$ cat src/rtl/cache2w_pkg.sv
package cache2w_pkg;
  typedef enum logic {ST_IDLE = 1'b0, ST_WAIT = 1'b1} ctrl_st_e;
  localparam int unsigned NUM_WAYS = 2;
endpackage

$ cat src/rtl/cache2w_way.sv
module cache2w_way #(
  parameter int unsigned SETS   = 4,
  parameter int unsigned TAG_W  = 28,
  parameter int unsigned DATA_W = 32,
  localparam int unsigned IDX_W = $clog2(SETS)
) (
  input  logic              clk,
  input  logic              rst,
  input  logic              flush_i,
  input  logic [IDX_W-1:0]  rd_idx_i,
  input  logic [TAG_W-1:0]  rd_tag_i,
  input  logic              wr_en_i,
  input  logic [IDX_W-1:0]  wr_idx_i,
  input  logic [TAG_W-1:0]  wr_tag_i,
  input  logic [DATA_W-1:0] wr_data_i,
  output logic              hit_o,
  output logic              valid_o,
  output logic [DATA_W-1:0] data_o
);
  logic [SETS-1:0]   valid_q;
  logic [TAG_W-1:0]  tag_mem  [SETS];
  logic [DATA_W-1:0] data_mem [SETS];

  always_ff @(posedge clk) begin
    if (rst || flush_i) valid_q <= '0;
    else if (wr_en_i)   valid_q[wr_idx_i] <= 1'b1;
  end

  always_ff @(posedge clk) begin
    if (wr_en_i) begin
      tag_mem[wr_idx_i]  <= wr_tag_i;
      data_mem[wr_idx_i] <= wr_data_i;
    end
  end

  assign valid_o = valid_q[rd_idx_i];
  assign hit_o   = valid_o && (tag_mem[rd_idx_i] == rd_tag_i);
  assign data_o  = data_mem[rd_idx_i];

  // a flush empties every set of this way
  a_r9_flush_clears_valid: assert property (@(posedge clk) disable iff (rst)
    flush_i |=> (valid_q == '0));
  // nothing valid straight after reset
  a_r2_reset_empty: assert property (@(posedge clk)
    rst |=> (valid_q == '0));
endmodule

$ cat src/rtl/cache2w_victim.sv
module cache2w_victim #(
  parameter int unsigned SETS = 4,
  localparam int unsigned IDX_W = $clog2(SETS)
) (
  input  logic             clk,
  input  logic             rst,
  input  logic             flush_i,
  input  logic [IDX_W-1:0] idx_i,
  input  logic             valid0_i,
  input  logic             valid1_i,
  input  logic             upd_en_i,
  input  logic             upd_way_i,
  input  logic [IDX_W-1:0] upd_idx_i,
  output logic             victim_o
);
  // bit = 1: way 0 touched most recently; bit = 0: way 1
  logic [SETS-1:0] recent_q;

  always_ff @(posedge clk) begin
    if (rst || flush_i) recent_q <= '0;
    else if (upd_en_i)  recent_q[upd_idx_i] <= ~upd_way_i;
  end

  always_comb begin
    if (!valid0_i)      victim_o = 1'b0;
    else if (!valid1_i) victim_o = 1'b1;
    else                victim_o = recent_q[idx_i];
  end

  // polarity of the recency bit after a hit or fill
  a_r8_recency_polarity: assert property (@(posedge clk) disable iff (rst)
    (upd_en_i && !flush_i) |=> (recent_q[$past(upd_idx_i)] == !$past(upd_way_i)));
  // flush clears recency state
  a_r9_flush_clears_recency: assert property (@(posedge clk) disable iff (rst)
    flush_i |=> (recent_q == '0));
endmodule

$ cat src/rtl/cache2w_ctrl.sv
module cache2w_ctrl
  import cache2w_pkg::*;
#(
  parameter int unsigned SETS   = 4,
  parameter int unsigned TAG_W  = 28,
  parameter int unsigned DATA_W = 32,
  localparam int unsigned IDX_W = $clog2(SETS)
) (
  input  logic                clk,
  input  logic                rst,
  input  logic                flush_i,
  input  logic                req_valid_i,
  input  logic [IDX_W-1:0]    req_idx_i,
  input  logic [TAG_W-1:0]    req_tag_i,
  input  logic                fill_valid_i,
  input  logic [DATA_W-1:0]   fill_data_i,
  input  logic [NUM_WAYS-1:0] hit_i,
  input  logic [DATA_W-1:0]   hit_data_i,
  input  logic                victim_i,
  output logic                wr_en_o,
  output logic                wr_way_o,
  output logic [IDX_W-1:0]    wr_idx_o,
  output logic [TAG_W-1:0]    wr_tag_o,
  output logic                upd_en_o,
  output logic                upd_way_o,
  output logic [IDX_W-1:0]    upd_idx_o,
  output logic                busy_o,
  output logic                rsp_valid_o,
  output logic                rsp_hit_o,
  output logic                rsp_miss_o,
  output logic [DATA_W-1:0]   rsp_data_o
);
  ctrl_st_e         state_q;
  logic [IDX_W-1:0] pend_idx_q;
  logic [TAG_W-1:0] pend_tag_q;
  logic             pend_way_q;
  logic             accept, hit_any, fill;

  assign accept  = (state_q == ST_IDLE) && req_valid_i && !flush_i;
  assign hit_any = |hit_i;
  assign fill    = (state_q == ST_WAIT) && fill_valid_i && !flush_i;

  assign wr_en_o   = fill;
  assign wr_way_o  = pend_way_q;
  assign wr_idx_o  = pend_idx_q;
  assign wr_tag_o  = pend_tag_q;
  assign upd_en_o  = (accept && hit_any) || fill;
  assign upd_way_o = fill ? pend_way_q : hit_i[1];
  assign upd_idx_o = fill ? pend_idx_q : req_idx_i;
  assign busy_o    = (state_q == ST_WAIT);

  always_ff @(posedge clk) begin
    if (rst) begin
      state_q     <= ST_IDLE;
      pend_idx_q  <= '0;
      pend_tag_q  <= '0;
      pend_way_q  <= 1'b0;
      rsp_valid_o <= 1'b0;
      rsp_hit_o   <= 1'b0;
      rsp_miss_o  <= 1'b0;
      rsp_data_o  <= '0;
    end else begin
      rsp_valid_o <= 1'b0;
      rsp_hit_o   <= 1'b0;
      rsp_miss_o  <= 1'b0;
      if (flush_i) begin
        state_q <= ST_IDLE;
      end else begin
        case (state_q)
          ST_IDLE: if (req_valid_i) begin
            if (hit_any) begin
              rsp_valid_o <= 1'b1;
              rsp_hit_o   <= 1'b1;
              rsp_data_o  <= hit_data_i;
            end else begin
              rsp_miss_o <= 1'b1;
              pend_idx_q <= req_idx_i;
              pend_tag_q <= req_tag_i;
              pend_way_q <= victim_i;
              state_q    <= ST_WAIT;
            end
          end
          ST_WAIT: if (fill_valid_i) begin
            rsp_valid_o <= 1'b1;
            rsp_data_o  <= fill_data_i;
            state_q     <= ST_IDLE;
          end
          default: state_q <= ST_IDLE;
        endcase
      end
    end
  end

  // an accepted request is answered by exactly one of hit or miss
  a_r3_answer_next_cycle: assert property (@(posedge clk) disable iff (rst)
    accept |=> (rsp_hit_o ^ rsp_miss_o));
  // nothing is returned while a fill is outstanding
  a_r6_silent_while_waiting: assert property (@(posedge clk) disable iff (rst)
    (busy_o && !fill_valid_i) |=> !rsp_valid_o);
  // a fill completes the miss as a non-hit response
  a_r6_fill_returns: assert property (@(posedge clk) disable iff (rst)
    fill |=> (rsp_valid_o && !rsp_hit_o && !busy_o));
endmodule

$ cat src/rtl/cache2w_lookup.sv
module cache2w_lookup
  import cache2w_pkg::*;
#(
  parameter int unsigned ADDR_W = 32,
  parameter int unsigned DATA_W = 32,
  parameter int unsigned SETS   = 4,
  localparam int unsigned OFF_W = $clog2(DATA_W / 8),
  localparam int unsigned IDX_W = $clog2(SETS),
  localparam int unsigned TAG_W = ADDR_W - IDX_W - OFF_W
) (
  input  logic              clk,
  input  logic              rst,
  input  logic              flush,
  input  logic              req_valid,
  input  logic [ADDR_W-1:0] req_addr,
  input  logic              fill_valid,
  input  logic [DATA_W-1:0] fill_data,
  output logic              busy,
  output logic              rsp_valid,
  output logic              rsp_hit,
  output logic              rsp_miss,
  output logic [DATA_W-1:0] rsp_data
);
  logic [IDX_W-1:0]    req_idx;
  logic [TAG_W-1:0]    req_tag;
  logic [NUM_WAYS-1:0] way_hit, way_valid, way_wr;
  logic [DATA_W-1:0]   way_data [NUM_WAYS];
  logic [DATA_W-1:0]   hit_data;
  logic                wr_en, wr_way, upd_en, upd_way, victim;
  logic [IDX_W-1:0]    wr_idx, upd_idx;
  logic [TAG_W-1:0]    wr_tag;

  assign req_idx  = req_addr[OFF_W +: IDX_W];
  assign req_tag  = req_addr[ADDR_W-1 -: TAG_W];
  assign hit_data = way_hit[1] ? way_data[1] : way_data[0];

  for (genvar w = 0; w < NUM_WAYS; w++) begin : g_way
    assign way_wr[w] = wr_en && (wr_way == w[0]);
    cache2w_way #(.SETS(SETS), .TAG_W(TAG_W), .DATA_W(DATA_W)) u_way (
      .clk       (clk),
      .rst       (rst),
      .flush_i   (flush),
      .rd_idx_i  (req_idx),
      .rd_tag_i  (req_tag),
      .wr_en_i   (way_wr[w]),
      .wr_idx_i  (wr_idx),
      .wr_tag_i  (wr_tag),
      .wr_data_i (fill_data),
      .hit_o     (way_hit[w]),
      .valid_o   (way_valid[w]),
      .data_o    (way_data[w])
    );
  end

  cache2w_victim #(.SETS(SETS)) u_victim (
    .clk       (clk),
    .rst       (rst),
    .flush_i   (flush),
    .idx_i     (req_idx),
    .valid0_i  (way_valid[0]),
    .valid1_i  (way_valid[1]),
    .upd_en_i  (upd_en),
    .upd_way_i (upd_way),
    .upd_idx_i (upd_idx),
    .victim_o  (victim)
  );

  cache2w_ctrl #(.SETS(SETS), .TAG_W(TAG_W), .DATA_W(DATA_W)) u_ctrl (
    .clk          (clk),
    .rst          (rst),
    .flush_i      (flush),
    .req_valid_i  (req_valid),
    .req_idx_i    (req_idx),
    .req_tag_i    (req_tag),
    .fill_valid_i (fill_valid),
    .fill_data_i  (fill_data),
    .hit_i        (way_hit),
    .hit_data_i   (hit_data),
    .victim_i     (victim),
    .wr_en_o      (wr_en),
    .wr_way_o     (wr_way),
    .wr_idx_o     (wr_idx),
    .wr_tag_o     (wr_tag),
    .upd_en_o     (upd_en),
    .upd_way_o    (upd_way),
    .upd_idx_o    (upd_idx),
    .busy_o       (busy),
    .rsp_valid_o  (rsp_valid),
    .rsp_hit_o    (rsp_hit),
    .rsp_miss_o   (rsp_miss),
    .rsp_data_o   (rsp_data)
  );

  // the two ways of a set never match together
  a_r5_single_way_hit: assert property (@(posedge clk) disable iff (rst)
    req_valid |-> !(way_hit[0] && way_hit[1]));
  // a hit response is always a data response
  a_r4_hit_has_data: assert property (@(posedge clk) disable iff (rst)
    rsp_hit |-> (rsp_valid && !rsp_miss));
endmodule

$ cat config.mk
export PLATFORM = sky130hd
export DESIGN_NAME = cache2w_lookup
export DESIGN_NICKNAME = d
export VERILOG_FILES = /design/src/rtl/cache2w_pkg.sv /design/src/rtl/cache2w_way.sv /design/src/rtl/cache2w_victim.sv /design/src/rtl/cache2w_ctrl.sv /design/src/rtl/cache2w_lookup.sv
export SDC_FILE = /design/constraint.sdc
export NUM_CORES = 1
export LEC_CHECK = 0
export ABC_AREA = 1
export BUFFER_PORTS_ARGS = -buffer_cell sky130_fd_sc_hd__buf_2
export CAP_MARGIN = 15
export CORE_UTILIZATION = 40
export CTS_BUF_LIST = sky130_fd_sc_hd__clkbuf_8 sky130_fd_sc_hd__clkbuf_16
export DETAILED_ROUTE_END_ITERATION = 10
export GPL_ROUTABILITY_DRIVEN = 0
export SYNTH_ARGS = -nofsm -noshare
export SYNTH_HDL_FRONTEND = slang
export SYNTH_SLANG_ARGS = --single-unit
$ cat constraint.sdc
create_clock -name clk -period 4.4 [get_ports clk]
set_input_delay 0.44 -clock clk [delete_from_list [all_inputs] [get_ports clk]]
set_output_delay 0.44 -clock clk [all_outputs]
set_load 0.02 [all_outputs]
==> reports/results.txt, run 1 <==
Vias - 15.8k
Total wire length - 58.6 mm
Hold_sp - fill_data[15]
Cts repair resizes - 0
Width of the die - 242 µm
R2R cell count - 15
Worst r2r src - g_way[1].u_way.tag_mem[3][23]
Slew HR - 0.352
Cell leakage power - 10.1 nW
Pin count of the biggest net entering global routing - 137
CTS tree - done
Clock buffer depth - 3
Die footprint - 58700 µm²
Dpl ws - 0.613 ns
Power Dens Cells - 430 nW/µm²
Initial antenna violation count - 4
Register area share after synthesis - 0.692
Ratio of cells with drive above 1 in the final layout - 0.109
Hold EP - g_way[1].u_way.data_mem[2][15]
CP Max Fanout - 53
Syn. warnings - 0
Worst path required time - 4.97 ns
Worst-Margin Slew - 0.971 ns
Skew final - 0.0247 ns
Clk pin slew, worst setup/hold paths - 0.06 ns
Min Tclk post-route - 3.18 ns
Post-CTS Hold Buffers - 0
Final Max Tran Viols - 0
Num rows - 87
DPL Wire Length - 32.9 mm
Critical setup path kind - in2reg
First-pass GRT wire length - 90.6 mm
Vias in the first global route - 15.5k
# nets final - 2305
Unique masters post-synth - 31
Clock sink count - 559
Mapped Cells - 2153
Most frequent cells in the layout - nand2_1, edfxtp_1, nand3_1
Syn Std Cell Area - 23100 µm²
Power, Total - 11.3 mW
Arrival @ worst endpoint - 3.76 ns
Outcome - finished, final reports clean
Peak VDD IR - 0.281 mV
Synthesized net count - 2222
Root Buffer - clkbuf_16
Final setup TNS - 0 ns
Final worst path period share - 0.723
FF+latch count, synth - 559
Pre-antenna DRT Iters - 5
Final hold vios - 0
Final setup violation count - 0
Synth-to-layout area growth - 14.1%
WL/cell - 19.2 µm
Setup slack, reg-to-reg - 1.66 ns
Total gr overflow - 0
RSZ-0062 raised after global routing - false
PnR worst setup slack - 1.22 ns
Final instance area - 26400 µm²
Via/cell ratio - 5.20
Worst setup EP type - flip-flop
Mean Syn Cell Area - 10.7 µm²
CTS H-tree depth - 2
PortBufs - 102
Initial Utilization - 0.407
Fmax - 0.314 GHz
Post-route ant nets - 0
Ports - 105
Remaining DRCs - 0
CP startpoint kind - input port
Post-CTS setup buffer count - 0
Min-Delay Path Depth - 1
Num CTS Buffers - 57
Core ar. - 56700 µm²
Most common cell after layout, fill and taps aside - nand2_1
Max-cap violations - 0
Drt first-iter violations - 1228
Hold Crit Class - in2reg
Reg2reg end - u_victim.recent_q[3]
Placed Instance Area - 24400 µm²
Die Height - 242 µm
Total GRT Usage - 0.200
Clk_lat worst skew - 0.63 ns
[registers in the layout, indices dropped and copies added (netlist names)]
register and cells:
u_ctrl.busy_o 1, g_way.u_way.valid_q 8, u_victim.recent_q 4, u_ctrl.rsp_hit_o 1, u_ctrl.wr_idx_o 2, u_ctrl.rsp_miss_o 1
u_ctrl.wr_way_o 1, g_way.u_way.data_mem 256, u_ctrl.rsp_data_o 32, u_ctrl.rsp_valid_o 1, g_way.u_way.tag_mem 224, u_ctrl.wr_tag_o 28
[critical path, cell delays in order]
cell and delay (ns):
buf_6 0.18, inv_6 0.34, buf_12 0.33, buf_4 0.42
nand2_1 0.09, nand3_1 0.08, nand2_1 0.11, a21oi_1 0.14
nand2_1 0.07, nor2_1 0.14, nand2_1 0.07, nor2_1 0.10
nand2_1 0.15, nand2_2 0.13, nand2_4 0.08, nand2_8 0.29
nand2_4 0.26, nand2_1 0.14, nand2_1 0.06, inv_1 0.06
[final cells by class]
cell class,instances,area [µm²]
Antenna cell,3,7.51
Inverter,101,387
Sequential cell,559,16000
Clock buffer,70,1620
Multi-Input combinational cell,1376,6160
Fill cell,5169,30400
Clock inverter,37,292
Tap cell,756,946
Timing Repair Buffer,141,950
[per-stage QoR]
stage / utilization / hold slack, ns / cells
2_1_floorplan: - / 0.433 / 2153
3_3_place_gp: 0.431 / 0.443 / 2933
3_5_place_dp: 0.431 / 0.453 / 2933
4_1_cts: 0.465 / 0.0646 / 3040
5_1_grt: 0.465 / 0.0886 / 3041
6_report: 0.465 / 0.100 / 3043
[cells in the mapped netlist]
| cell type | count | area share |
|---|---|---|
| a211oi_1 | 1 | 0.00033 |
| a21oi_1 | 39 | 0.0084 |
| a32o_1 | 2 | 0.00087 |
| buf_1 | 5 | 0.00081 |
| buf_2 | 29 | 0.0063 |
| buf_4 | 8 | 0.0026 |
| buf_6 | 16 | 0.0078 |
| clkbuf_1 | 57 | 0.0093 |
| clkbuf_2 | 2 | 0.00043 |
| clkinv_1 | 3 | 0.00049 |
| dfxtp_1 | 79 | 0.068 |
| edfxtp_1 | 480 | 0.62 |
| inv_1 | 94 | 0.015 |
| inv_2 | 4 | 0.00065 |
| nand2_1 | 557 | 0.091 |
| nand2_2 | 2 | 0.00054 |
| nand2_4 | 2 | 0.00097 |
| nand2_8 | 1 | 0.00087 |
| nand3_1 | 252 | 0.055 |
| nand3_2 | 1 | 0.00043 |
| nand3b_1 | 36 | 0.012 |
| nand4_1 | 9 | 0.0024 |
| nor2_1 | 255 | 0.041 |
| nor2_2 | 2 | 0.00054 |
| o2111a_1 | 1 | 0.00049 |
| o21a_1 | 4 | 0.0013 |
| o21ai_0 | 150 | 0.032 |
| o21ai_1 | 17 | 0.0037 |
| o22ai_1 | 43 | 0.012 |
| or2_2 | 1 | 0.00027 |
| xor2_1 | 1 | 0.00038 |
[cell families (layout without fill, tap and decap cells)]
logic type      count (synthesis)  in the layout  synth area share
xor+xnor                        1              1          0.000379
simple gates                 1118           1118             0.204
compound gates                257            257            0.0593
buf+inv                       218            349            0.0436
flops                         559            559             0.692
other cells                     0              3                 0
[layer usage]
layer	global-route usage	vias up	share of wire	wire length, µm
met5	0	-	0.00044	26
met4	0.0704	4	0.027	1560
met3	0.0274	115	0.060	3530
met2	0.325	463	0.47	27700
met1	0.275	7655	0.44	25800
li1	-	7598	-	-
[power breakdown]
part	switching [mW]	leakage [nW]	internal (mW)
clock	2.00	1.02	2.82
combinational	0.470	4.21	0.198
sequential	0.0432	4.87	5.79
[how the worst max path moves through the flow]
| stage | startpoint | end | slack [ns] | cells past startpoint |
|---|---|---|---|---|
| floorplan | u_ctrl.busy_o | g_way[1].u_way.data_mem[0][0] | 0.17 | 7 |
| global placement | req_addr[2] | u_ctrl.rsp_data_o[11] | 0.64 | 20 |
| detailed placement | req_addr[2] | u_ctrl.rsp_data_o[13] | 0.61 | 20 |
| CTS | req_addr[2] | u_ctrl.rsp_data_o[15] | 1.26 | 20 |
| global route | req_addr[2] | u_ctrl.rsp_data_o[3] | 0.87 | 20 |
| finish | req_addr[2] | u_ctrl.rsp_data_o[15] | 1.22 | 20 |
(Power assumes the default switching activity.)
==> inputs of run 2 (changes only) <==
- clock period: 4.4 -> 2.98 ns (I/O delays scaled with it)
==> run 2 against run 1 <==
  * Die area unchanged
  * Routed wire length increased by 2.1%
  * Hold slack lost 0.071 ns
  * First-iteration DRC count up 4.2%
  * Sequential share of layout area is 1.6 points lower
  * Non-clock buffer count grew 71
  * Critical path type is now reg2reg
  * Via count rose by 2.1%
  * Combinational power is 62% higher
  * Global-route usage is 0.13 points higher
  * Setup slack got worse by 0.64 ns
  * Critical path depth shrank 3
==> reports/results.txt, run 2 (synthesis gave the netlist of run 1 again) <==
Remaining DRCs - 0 (unchanged)
Slew HR - 0.498 (+0.146)
Final instance area - 27100 µm² (+2.7%)
Final worst path period share - 0.805
Filler cell count - 5132 (-0.72%)
CP dominant cell by count - nand2_1
Top Registers - g_way.u_way.data_mem: 256 flops, g_way.u_way.tag_mem: 224 flops, u_ctrl.rsp_data_o: 32 flops
CTS H-tree depth - 2 (unchanged)
Antenna cells - 0 (-3)
Num CTS Buffers - 57 (unchanged)
Total wire length - 59.8 mm (+2.1%)
Most common cell after layout, fill and taps aside - nand2_1
Worst stage delay on the critical path - 0.36 ns (-0.06 ns)
Clk pin slew, worst setup/hold paths - 0.06 ns (about the same)
PortBufs - 102 (unchanged)
Synth-to-layout area growth - 17.2%
Peak VDD IR - 0.444 mV (+58%)
CTS tree - done
Buffers plus inverters on the worst setup path - 2 (-3)
Final setup TNS - 0 ns (unchanged)
Via/cell ratio - 5.20 (-0.11%)
Fmax - 0.417 GHz
Cell leakage power - 10.4 nW (+3.4%)
Post-route ant nets - 0 (unchanged)
Pre-antenna DRT Iters - 5 (unchanged)
Crit-path leading delay family - simple AND/OR/NAND/NOR gates
Worst path required time - 3.49 ns (-1.48 ns)
Root Buffer - clkbuf_16
Worst setup EP type - flip-flop
Outcome - finished, final reports clean
# nets final - 2376 (+3.1%)
Final setup violation count - 0 (unchanged)
Clk_lat worst skew - 0.62 ns (about the same)
CP Cell Sequence - nand2_1 -> nand3_1 -> nand3_1 -> nand2_1 -> inv_1 -> nand2_1 -> nor2_1 -> nand2_1 -> nor2_2 -> nand2_2 -> nand2_2 -> nand2_4 -> nand2_8 -> buf_12 -> nand3_1 -> nand2_1 -> nor2_1
Width of the die - 242 µm (unchanged)
Num rows - 87 (unchanged)
Placed Instance Area - 24700 µm² (+1.2%)
CP startpoint kind - flip-flop
Clock buffer depth - 3 (unchanged)
WL/cell - 19.2 µm (about the same)
Max-cap violations - 0 (unchanged)
Post-CTS setup buffer count - 0 (unchanged)
Skew final - 0.0311 ns (+0.00643 ns)
Multi-input gate area - 6160 µm² (about the same)
Cts repair resizes - 0 (unchanged)
Ports - 105 (unchanged)
Min Tclk post-route - 2.40 ns
Finished Core Util - 0.477 (+0.0125)
Die footprint - 58700 µm² (unchanged)
Arrival @ worst endpoint - 2.91 ns (-0.85 ns)
Crit path max-delay cell type - edfxtp_1
Pin count of the biggest net entering global routing - 72 (-47%)
Final hold vios - 0 (unchanged)
CP Max Fanout - 18 (-66%)
Initial antenna violation count - 0 (-4)
Max FFs per register - 256 (unchanged)
Hold Crit Class - in2reg
Post-CTS Hold Buffers - 45 (+45)
Most frequent cells in the layout - nand2_1, edfxtp_1, nand3_1
Initial Utilization - 0.407 (unchanged)
Register cell area after layout - 16000 µm² (unchanged)
Vias - 16.2k (+2.1%)
Vias in the first global route - 15.6k (+0.48%)
Final Max Tran Viols - 0 (unchanged)
DPL Wire Length - 34.1 mm (+3.7%)
Ratio of cells with drive above 1 in the final layout - 0.115 (+0.00568)
Critical setup path kind - reg2reg
Drt first-iter violations - 1280 (+4.2%)
Total GRT Usage - 0.201 (+0.00130)
Die Height - 242 µm (unchanged)
Power Dens Cells - 620 nW/µm² (+44%)
Clock sink count - 559 (unchanged)
Core ar. - 56700 µm² (unchanged)
Power, Total - 16.8 mW (+48%)
Reg with most FFs - g_way.u_way.data_mem
Total gr overflow - 0 (unchanged)
RSZ-0062 raised after global routing - false
First-pass GRT wire length - 91.3 mm (+0.76%)
Worst-Margin Slew - 0.753 ns (-0.218 ns)
==> run 2: through the flow <==
stage	setup WS, ns	instances	hold WS, ns
floorplan	-0.261	2153	0.397
global placement	0.166	2959	0.445
detailed placement	0.134	2959	0.453
CTS	0.589	3110	0.000229
global route	0.373	3110	0.0109
finish	0.580	3110	0.0290
==> run 2: final cells by class <==
class,instances,area share
Sequential cell,559,0.591
Multi-Input combinational cell,1376,0.228
Timing Repair Buffer,212,0.0626
Clock buffer,71,0.0598
Tap cell,756,0.0350
Inverter,101,0.0143
Clock inverter,35,0.00971
==> run 2: routing by layer <==
layer,global-route usage,vias to the layer above,wire (µm),part of all wire
met2,0.330,490,28000,0.47
met3,0.0304,100,3600,0.060
li1,-,7728,-,-
met1,0.278,7848,27000,0.45
met4,0.0553,0,1250,0.021
met5,0,-,0,0
==> run 2: final timing paths <==
kind	startpoint	endpoint	slack (ns)	cells after the start
setup / recovery	g_way[1].u_way.tag_mem[1][26]	u_ctrl.rsp_data_o[21]	0.58	17
hold / removal	req_addr[16]	u_ctrl.wr_tag_o[12]	0.03	3
hold reg to reg	g_way[0].u_way.valid_q[0]	g_way[0].u_way.valid_q[0]	0.47	1
setup reg to reg	g_way[1].u_way.tag_mem[1][26]	u_ctrl.rsp_data_o[21]	0.58	17
==> run 2: power breakdown <==
part           internal (mW)  leakage [nW]  switching (mW)  total (mW)
Combinational          0.364          4.55           0.712        1.08
Clock                   4.15          1.02            2.94        7.10
Sequential              8.55          4.87          0.0642        8.62
==> run 2: worst register-to-register path, stage by stage (launching register included) <==
cell      delay, ns
edfxtp_1       0.36
nand2_1        0.07
nand3_1        0.10
nand3_1        0.17
nand2_1        0.07
inv_1          0.07
nand2_1        0.05
nor2_1         0.15
nand2_1        0.09
nor2_2         0.23
nand2_2        0.18
nand2_2        0.15
nand2_4        0.08
nand2_8        0.10
buf_12         0.16
nand3_1        0.14
nand2_1        0.09
nor2_1         0.05
